## config.mk

```make
export PLATFORM = sky130hd
export DESIGN_NAME = sync_sram_pipe
export DESIGN_NICKNAME = d
export VERILOG_FILES = /design/src/rtl/sram_pipe_pkg.sv /design/src/rtl/sram_in_stage.sv /design/src/rtl/sram_array.sv /design/src/rtl/sram_out_stage.sv /design/src/rtl/sync_sram_pipe.sv
export SDC_FILE = /design/constraint.sdc
export NUM_CORES = 2
export LEC_CHECK = 0
export ABC_AREA = 1
export BUFFER_PORTS_ARGS = -buffer_cell sky130_fd_sc_hd__clkbuf_2
export CORE_ASPECT_RATIO = 0.5
export CORE_UTILIZATION = 35
export DETAILED_ROUTE_END_ITERATION = 10
export SKIP_CTS_REPAIR_TIMING = 1
export SLEW_MARGIN = 20
export SYNTH_ARGS = -nofsm -noshare
export SYNTH_HDL_FRONTEND = slang
export SYNTH_HIERARCHICAL = 1
export SYNTH_SLANG_ARGS = --single-unit
```

## constraint.sdc

```tcl
create_clock -name clk -period 2.4 [get_ports clk]
set_clock_uncertainty 0.15 [all_clocks]
set_input_delay 0 -clock clk [delete_from_list [all_inputs] [get_ports clk]]
set_output_delay 0 -clock clk [all_outputs]
set_load 0.01 [all_outputs]
```

## src/rtl/sram_pipe_pkg.sv

```systemverilog
package sram_pipe_pkg;

  typedef enum logic [1:0] {
    CMD_NOP   = 2'd0,
    CMD_READ  = 2'd1,
    CMD_WRITE = 2'd2,
    CMD_DESEL = 2'd3
  } cmd_e;

  // True only when all three enables sit at their select levels.
  function automatic logic chip_on(input logic a_n, input logic b, input logic c_n);
    return !a_n && b && !c_n;
  endfunction

  // Command from select, sleep and whether any lane is being written.
  function automatic cmd_e classify(input logic selected, input logic asleep,
                                    input logic any_lane);
    if (asleep)         return CMD_NOP;
    else if (!selected) return CMD_DESEL;
    else if (any_lane)  return CMD_WRITE;
    else                return CMD_READ;
  endfunction

endpackage

```

## src/rtl/sram_in_stage.sv

```systemverilog
module sram_in_stage
  import sram_pipe_pkg::*;
#(
  parameter int ADDR_W = 6,
  parameter int LANES  = 4
) (
  input  logic              clk,
  input  logic              rst_n,
  input  logic              sleep,
  input  logic              cs_a_n,
  input  logic              cs_b,
  input  logic              cs_c_n,
  input  logic              global_wr,
  input  logic              byte_wr_en,
  input  logic [LANES-1:0]  lane_stb,
  input  logic [ADDR_W-1:0] addr,
  output logic              wr_en,
  output logic [LANES-1:0]  wr_mask,
  output cmd_e              cmd_q,
  output logic [ADDR_W-1:0] addr_q
);

  function automatic logic [LANES-1:0] lanes_to_write(input logic gw, input logic bw,
                                                      input logic [LANES-1:0] stb);
    if (gw)      return '1;
    else if (bw) return stb;
    else         return '0;
  endfunction

  logic             sel_now;
  logic [LANES-1:0] lane_req;
  cmd_e             cmd_now;

  assign sel_now  = chip_on(cs_a_n, cs_b, cs_c_n);
  assign lane_req = lanes_to_write(global_wr, byte_wr_en, lane_stb);
  assign cmd_now  = classify(sel_now, sleep, |lane_req);
  assign wr_en    = (cmd_now == CMD_WRITE);
  assign wr_mask  = lane_req;

  always_ff @(posedge clk or negedge rst_n) begin
    if (!rst_n) begin
      cmd_q  <= CMD_NOP;
      addr_q <= '0;
    end else begin
      cmd_q  <= cmd_now;
      addr_q <= addr;
    end
  end

  // an access is only registered if the chip was selected and awake.
  p_select_gate_r1: assert property (@(posedge clk) disable iff (!rst_n)
    (cmd_q == CMD_READ || cmd_q == CMD_WRITE) |-> $past(sel_now && !sleep));

  // anything sampled under sleep becomes a no-op.
  p_sleep_nop_r10: assert property (@(posedge clk) disable iff (!rst_n)
    $past(sleep) |-> (cmd_q == CMD_NOP));

endmodule

```

## src/rtl/sram_array.sv

```systemverilog
module sram_array #(
  parameter int ADDR_W = 6,
  parameter int LANES  = 4,
  parameter int LANE_W = 9
) (
  input  logic                    clk,
  input  logic                    wr_en,
  input  logic [LANES-1:0]        wr_mask,
  input  logic [ADDR_W-1:0]       wr_addr,
  input  logic [LANES*LANE_W-1:0] wr_data,
  input  logic [ADDR_W-1:0]       rd_addr,
  output logic [LANES*LANE_W-1:0] rd_data
);

  localparam int DEPTH = 1 << ADDR_W;

  for (genvar l = 0; l < LANES; l++) begin : g_lane
    logic [LANE_W-1:0] cells [DEPTH];

    always_ff @(posedge clk) begin
      if (wr_en && wr_mask[l])
        cells[wr_addr] <= wr_data[l*LANE_W +: LANE_W];
    end

    assign rd_data[l*LANE_W +: LANE_W] = cells[rd_addr];
  end

endmodule

```

## src/rtl/sram_out_stage.sv

```systemverilog
module sram_out_stage
  import sram_pipe_pkg::*;
#(
  parameter int WORD_W = 36
) (
  input  logic              clk,
  input  logic              rst_n,
  input  logic              pipe_mode,
  input  logic              out_en,
  input  logic              sleep,
  input  cmd_e              cmd_q,
  input  logic [WORD_W-1:0] rd_data,
  output logic [WORD_W-1:0] dout,
  output logic              dout_drive
);

  cmd_e              cmd_prev;
  logic [WORD_W-1:0] data_q;
  logic              prev_read;
  logic              flow_drive;
  logic              raw_drive;
  logic [WORD_W-1:0] data_pick;

  always_ff @(posedge clk or negedge rst_n) begin
    if (!rst_n) begin
      cmd_prev <= CMD_NOP;
      data_q   <= '0;
    end else begin
      cmd_prev <= cmd_q;
      data_q   <= rd_data;
    end
  end

  assign prev_read  = (cmd_prev == CMD_READ);
  // Flow-through: drive on a live read, or hold one cycle when a deselect trails a read.
  assign flow_drive = (cmd_q == CMD_READ) || ((cmd_q == CMD_DESEL) && prev_read);
  assign raw_drive  = pipe_mode ? prev_read : flow_drive;
  assign data_pick  = (!pipe_mode && cmd_q == CMD_READ) ? rd_data : data_q;
  assign dout_drive = raw_drive && out_en && !sleep;
  assign dout       = dout_drive ? data_pick : '0;

  // a deselect right after a read keeps the bus for one more cycle.
  p_dcd_hold_r7: assert property (@(posedge clk) disable iff (!rst_n)
    ($past(cmd_q) == CMD_READ && cmd_q == CMD_DESEL && out_en && !sleep) |-> dout_drive);

  // two deselects in a row leave the bus released.
  p_dcd_release_r7: assert property (@(posedge clk) disable iff (!rst_n)
    ($past(cmd_q) == CMD_DESEL && cmd_q == CMD_DESEL) |-> !dout_drive);

  // in pipelined mode a read registered one edge ago is on the bus now.
  p_pipe_latency_r5: assert property (@(posedge clk) disable iff (!rst_n)
    (pipe_mode && $past(cmd_q) == CMD_READ && out_en && !sleep) |-> dout_drive);

  // a write in flight does not drive the bus in flow-through mode.
  p_write_quiet_r8: assert property (@(posedge clk) disable iff (!rst_n)
    (!pipe_mode && cmd_q == CMD_WRITE) |-> !dout_drive);

  // sleep keeps the bus released.
  p_sleep_quiet_r10: assert property (@(posedge clk) disable iff (!rst_n)
    sleep |-> (!dout_drive && dout == '0));

  // without output enable the data bus reads as zero.
  p_oe_zero_r9: assert property (@(posedge clk) disable iff (!rst_n)
    !out_en |-> (dout == '0));

endmodule

```

## src/rtl/sync_sram_pipe.sv

```systemverilog
module sync_sram_pipe
  import sram_pipe_pkg::*;
#(
  parameter int ADDR_W = 6,
  parameter int LANES  = 4,
  parameter int LANE_W = 9
) (
  input  logic                    clk,
  input  logic                    rst_n,
  input  logic                    cs_a_n,
  input  logic                    cs_b,
  input  logic                    cs_c_n,
  input  logic                    global_wr,
  input  logic                    byte_wr_en,
  input  logic [LANES-1:0]        lane_stb,
  input  logic [ADDR_W-1:0]       addr,
  input  logic [LANES*LANE_W-1:0] din,
  input  logic                    pipe_mode,
  input  logic                    out_en,
  input  logic                    sleep,
  output logic [LANES*LANE_W-1:0] dout,
  output logic                    dout_drive
);

  localparam int WORD_W = LANES * LANE_W;

  logic              wr_en;
  logic [LANES-1:0]  wr_mask;
  cmd_e              cmd_q;
  logic [ADDR_W-1:0] addr_q;
  logic [WORD_W-1:0] rd_data;

  sram_in_stage #(.ADDR_W(ADDR_W), .LANES(LANES)) u_in (
    .clk(clk), .rst_n(rst_n), .sleep(sleep),
    .cs_a_n(cs_a_n), .cs_b(cs_b), .cs_c_n(cs_c_n),
    .global_wr(global_wr), .byte_wr_en(byte_wr_en), .lane_stb(lane_stb),
    .addr(addr), .wr_en(wr_en), .wr_mask(wr_mask),
    .cmd_q(cmd_q), .addr_q(addr_q)
  );

  sram_array #(.ADDR_W(ADDR_W), .LANES(LANES), .LANE_W(LANE_W)) u_mem (
    .clk(clk), .wr_en(wr_en), .wr_mask(wr_mask), .wr_addr(addr),
    .wr_data(din), .rd_addr(addr_q), .rd_data(rd_data)
  );

  sram_out_stage #(.WORD_W(WORD_W)) u_out (
    .clk(clk), .rst_n(rst_n), .pipe_mode(pipe_mode), .out_en(out_en),
    .sleep(sleep), .cmd_q(cmd_q), .rd_data(rd_data),
    .dout(dout), .dout_drive(dout_drive)
  );

  // a write never reaches the array with no lane selected.
  p_lane_nonempty_r2: assert property (@(posedge clk) disable iff (!rst_n)
    wr_en |-> (wr_mask != '0));

endmodule

```

==> results.md <==
* Ratio of total power to cell area at 755 nW/um2
* Leak at 0.0410 uW
* Final worst-path setup slack at -1400 ps
* Final ANT Viol Nets at 0
* Worst path cell trace: buf_12 -> buf_16 -> nand2_1 -> nand3_1 -> nand3_1 -> nand3_2 -> nand3_1 -> nand2_1 -> nand2_1 -> nand2_4 -> nand4_1 -> nand2_1 -> inv_1 -> nor2_1 -> clkbuf_2
* Vertical die dimension at 371 um
* Type of element capturing the critical path: output port
* Setup Slack @ Placement at -710 ps
* CTS Root Cell: sky130_fd_sc_hd__clkbuf_16
* Wire length of the first global-routing pass at 422000 um
* Final Hold Vio Count at 0
* Violation count after the first detailed-routing iteration at 8104
* Post-DP HPWL at 184000 um
* Avg Inst Size Synth at 11.8 um2
* Worst EP arrival at 3650 ps
* I/O pin count at 93
* Power after layout at 85800 uW
* Class of the most critical setup path: reg2out
* Vias in the first global route at 61900
* Total congestion overflow after global routing at 0
* Slew margin rel. at 0.272
* Slowest stage cell, crit path: sky130_fd_sc_hd__dfrtp_4
* Outcome: complete, but fails checks
* Post-detailed-route DRC marker count at 0
* Effective utilization at floorplan at 0.352
* Post-Syn Area at 95500 um2
* Setup Viol. Count Final at 63
* Area of the core at 271000 um2
* Final period util at 1.58
* Number of fill cells at 24900
* Violated checks: negative setup slack
* Post-layout instance count excluding filler cells at 12500
* Post-synthesis share of cell area spent on and, or, nand and nor gates at 0.233
* Worst hold-check path type: in2reg
* Vias/cell at 5.31
* Average routed wire per standard cell at 23.4 um
* Distinct cell type count of the synthesized netlist at 22
* Maximum operating frequency at 263 MHz
* Via count of the routed design at 66300
* Instance count of the mapped netlist at 8128
* Slew Limit Fails at 0
* Die Area at 275000 um2
* Proportion of layout cells with a drive suffix above 1 at 0.143
* Pin count of the biggest net entering global routing at 71
* Die W at 741 um
* Crit path max-delay family: simple AND/OR/NAND/NOR gates
* Leading cell type in the layout, fill and taps excluded: sky130_fd_sc_hd__nand2_1
* CTS tree: built
* Detailed Route WL at 293000 um
* First-pass iteration count of the detailed router at 6
* Post-layout minimum cycle time at 3800 ps
* Placed Cells at 12000
* Multiplexer fraction of the synthesized cell area at 0
* Number of buffers inserted during clock tree synthesis at 218
* Commonest non-fill, non-tap cells in the layout: sky130_fd_sc_hd__nand2_1, sky130_fd_sc_hd__edfxtp_1, sky130_fd_sc_hd__nand3_1, sky130_fd_sc_hd__buf_4, sky130_fd_sc_hd__nor2_1
* Final std cell area, no fill at 114000 um2
* Worst path most repeated cell: sky130_fd_sc_hd__nand2_1
* Synthesized-area fraction occupied by xor and xnor cells at 0
* Area fraction in compound gates after synthesis at 0
* Gpl congestion at 0.888
* Insertion delay to the later sink of the worst-skew pair at 890 ps
* Max capacitance violation total at 0
* Arithmetic-cell share of the synthesized area counting full adders, half adders and majority gates at 0
* Clock Sinks at 2350
* Setup repair after global routing missed its margin: true
* Final core utilization at 0.419
* Net Count, Synth at 8184
* Slew of the pin with the lowest slew margin at 1090 ps
* Maximum level of the CTS H-tree at 4
* Register bit total from synthesis at 2350
* Area growth from synthesis to layout at 19.0%
* Sequential fraction of the synthesis area at 0.736
* Worst ir drop on vdd at 0.000629 V
* Buffers and inverters on the worst path at 4
* Port bufs at 92
* Number of warnings printed during yosys synthesis at 6
* Dominant combinational cell family by area after synthesis: simple AND/OR/NAND/NOR gates
* Number of antenna violations at the first check in global routing at 37
* Largest buffer count on any clock path at 4
* Reg clk slew, reported paths at 70 ps
* Startpoint class of the critical path: flip-flop
* Number of nets at the end of the flow at 8752
* Required arrival time at the worst endpoint at 2250 ps
* Number of rows in the core area at 135
* Area after DPL at 105000 um2
* Crit path largest cell delay at 570 ps
* Highest fanout seen on the critical path at 50
* Aggregate global-route resource usage at 0.205
[state kept, by name (all words and copies together) (netlist names)]
register,cells
u_mem/g_lane.cells,2304
u_out/data_q,36
u_in/addr_q,6
u_in/cmd_q,2
u_out/cmd_prev,2
[through the flow]
step | setup TNS (ps) | hold slack [ps]
2_1_floorplan | 0 | -446
3_3_place_gp | -19130 | -67.0
3_5_place_dp | -19580 | -63.2
4_1_cts | -53450 | -1010
5_1_grt | -56380 | 49.2
6_report | -47360 | 32.9
[cells in the mapped netlist]
library cell               count  share of area
sky130_fd_sc_hd__nand2_1    2686           0.11
sky130_fd_sc_hd__edfxtp_1   2304           0.72
sky130_fd_sc_hd__nand3_1    2136           0.11
sky130_fd_sc_hd__buf_2       309          0.016
sky130_fd_sc_hd__nor2_1      295          0.012
sky130_fd_sc_hd__clkbuf_1    108         0.0042
sky130_fd_sc_hd__buf_4        64         0.0050
sky130_fd_sc_hd__buf_1        53         0.0021
sky130_fd_sc_hd__inv_1        50         0.0020
sky130_fd_sc_hd__dfrtp_1      46          0.012
sky130_fd_sc_hd__nand4_1      36         0.0024
sky130_fd_sc_hd__nor3_1       16        0.00084
sky130_fd_sc_hd__inv_2         8        0.00031
sky130_fd_sc_hd__buf_6         5        0.00059
sky130_fd_sc_hd__nand2_2       2        0.00013
sky130_fd_sc_hd__nand3_2       2        0.00021
sky130_fd_sc_hd__nor2_2        2        0.00013
sky130_fd_sc_hd__nor3_2        2        0.00021
sky130_fd_sc_hd__clkinv_1      1       0.000039
sky130_fd_sc_hd__clkinv_2      1       0.000052
sky130_fd_sc_hd__inv_4         1       0.000066
sky130_fd_sc_hd__nor2_4        1        0.00012
[metal layers]
layer,part of all wire,GRT usage,up-vias,wire (um)
met1,0.42,0.290,32800,122000
met5,0.00033,0,-,96
met4,0.033,0.0702,18,9630
met3,0.11,0.0457,493,31100
met2,0.45,0.314,3248,131000
li1,-,-,29800,-
[final timing paths]
| kind | start | endpoint | cells after the start | slack (ps) |
|---|---|---|---|---|
| worst max-delay path | u_in/addr_q[0] | dout[1] | 15 | -1400 |
| worst min-delay path | byte_wr_en | u_mem/g_lane[2].cells[16][4] | 7 | 30 |
| worst max register to register | u_in/addr_q[0] | u_out/data_q[25] | 13 | -160 |
| worst min register to register | u_in/cmd_q[1] | u_out/cmd_prev[1] | 0 | 250 |
| max in group asynchronous | rst_n | u_in/addr_q[4] | 4 | 1810 |
| min in group asynchronous | rst_n | u_out/cmd_prev[0] | 4 | 80 |
[cell type report]
cell class	instances	area, um2	share of cell area
Timing Repair Buffer	887	8790	0.0773
Inverter	61	295	0.00260
Tap cell	3630	4540	0.0400
Clock buffer	272	5800	0.0511
Sequential cell	2350	70400	0.619
Clock inverter	114	992	0.00873
Multi-Input combinational cell	5178	22800	0.201
Antenna cell	12	30.0	0.000264
[cell families after synthesis]
| family | count (synthesis) |
|---|---|
| AND/OR/NAND/NOR | 5178 |
| buffers and inverters | 600 |
| flip-flops | 2350 |
[where the power goes]
part           total (uW)  internal (uW)  switching, uW
clock               34200          18900          15300
sequential          45200          45100           51.7
combinational        6390           1990           4410
total               85800          66000          19800
[tightest hold or removal path: cells and delay by family]
kind	cells	cell delay (ps)
buffers and inverters	3	530
and+or+nand+nor	4	380
No activity file was read; power rests on OpenSTA's default activity.
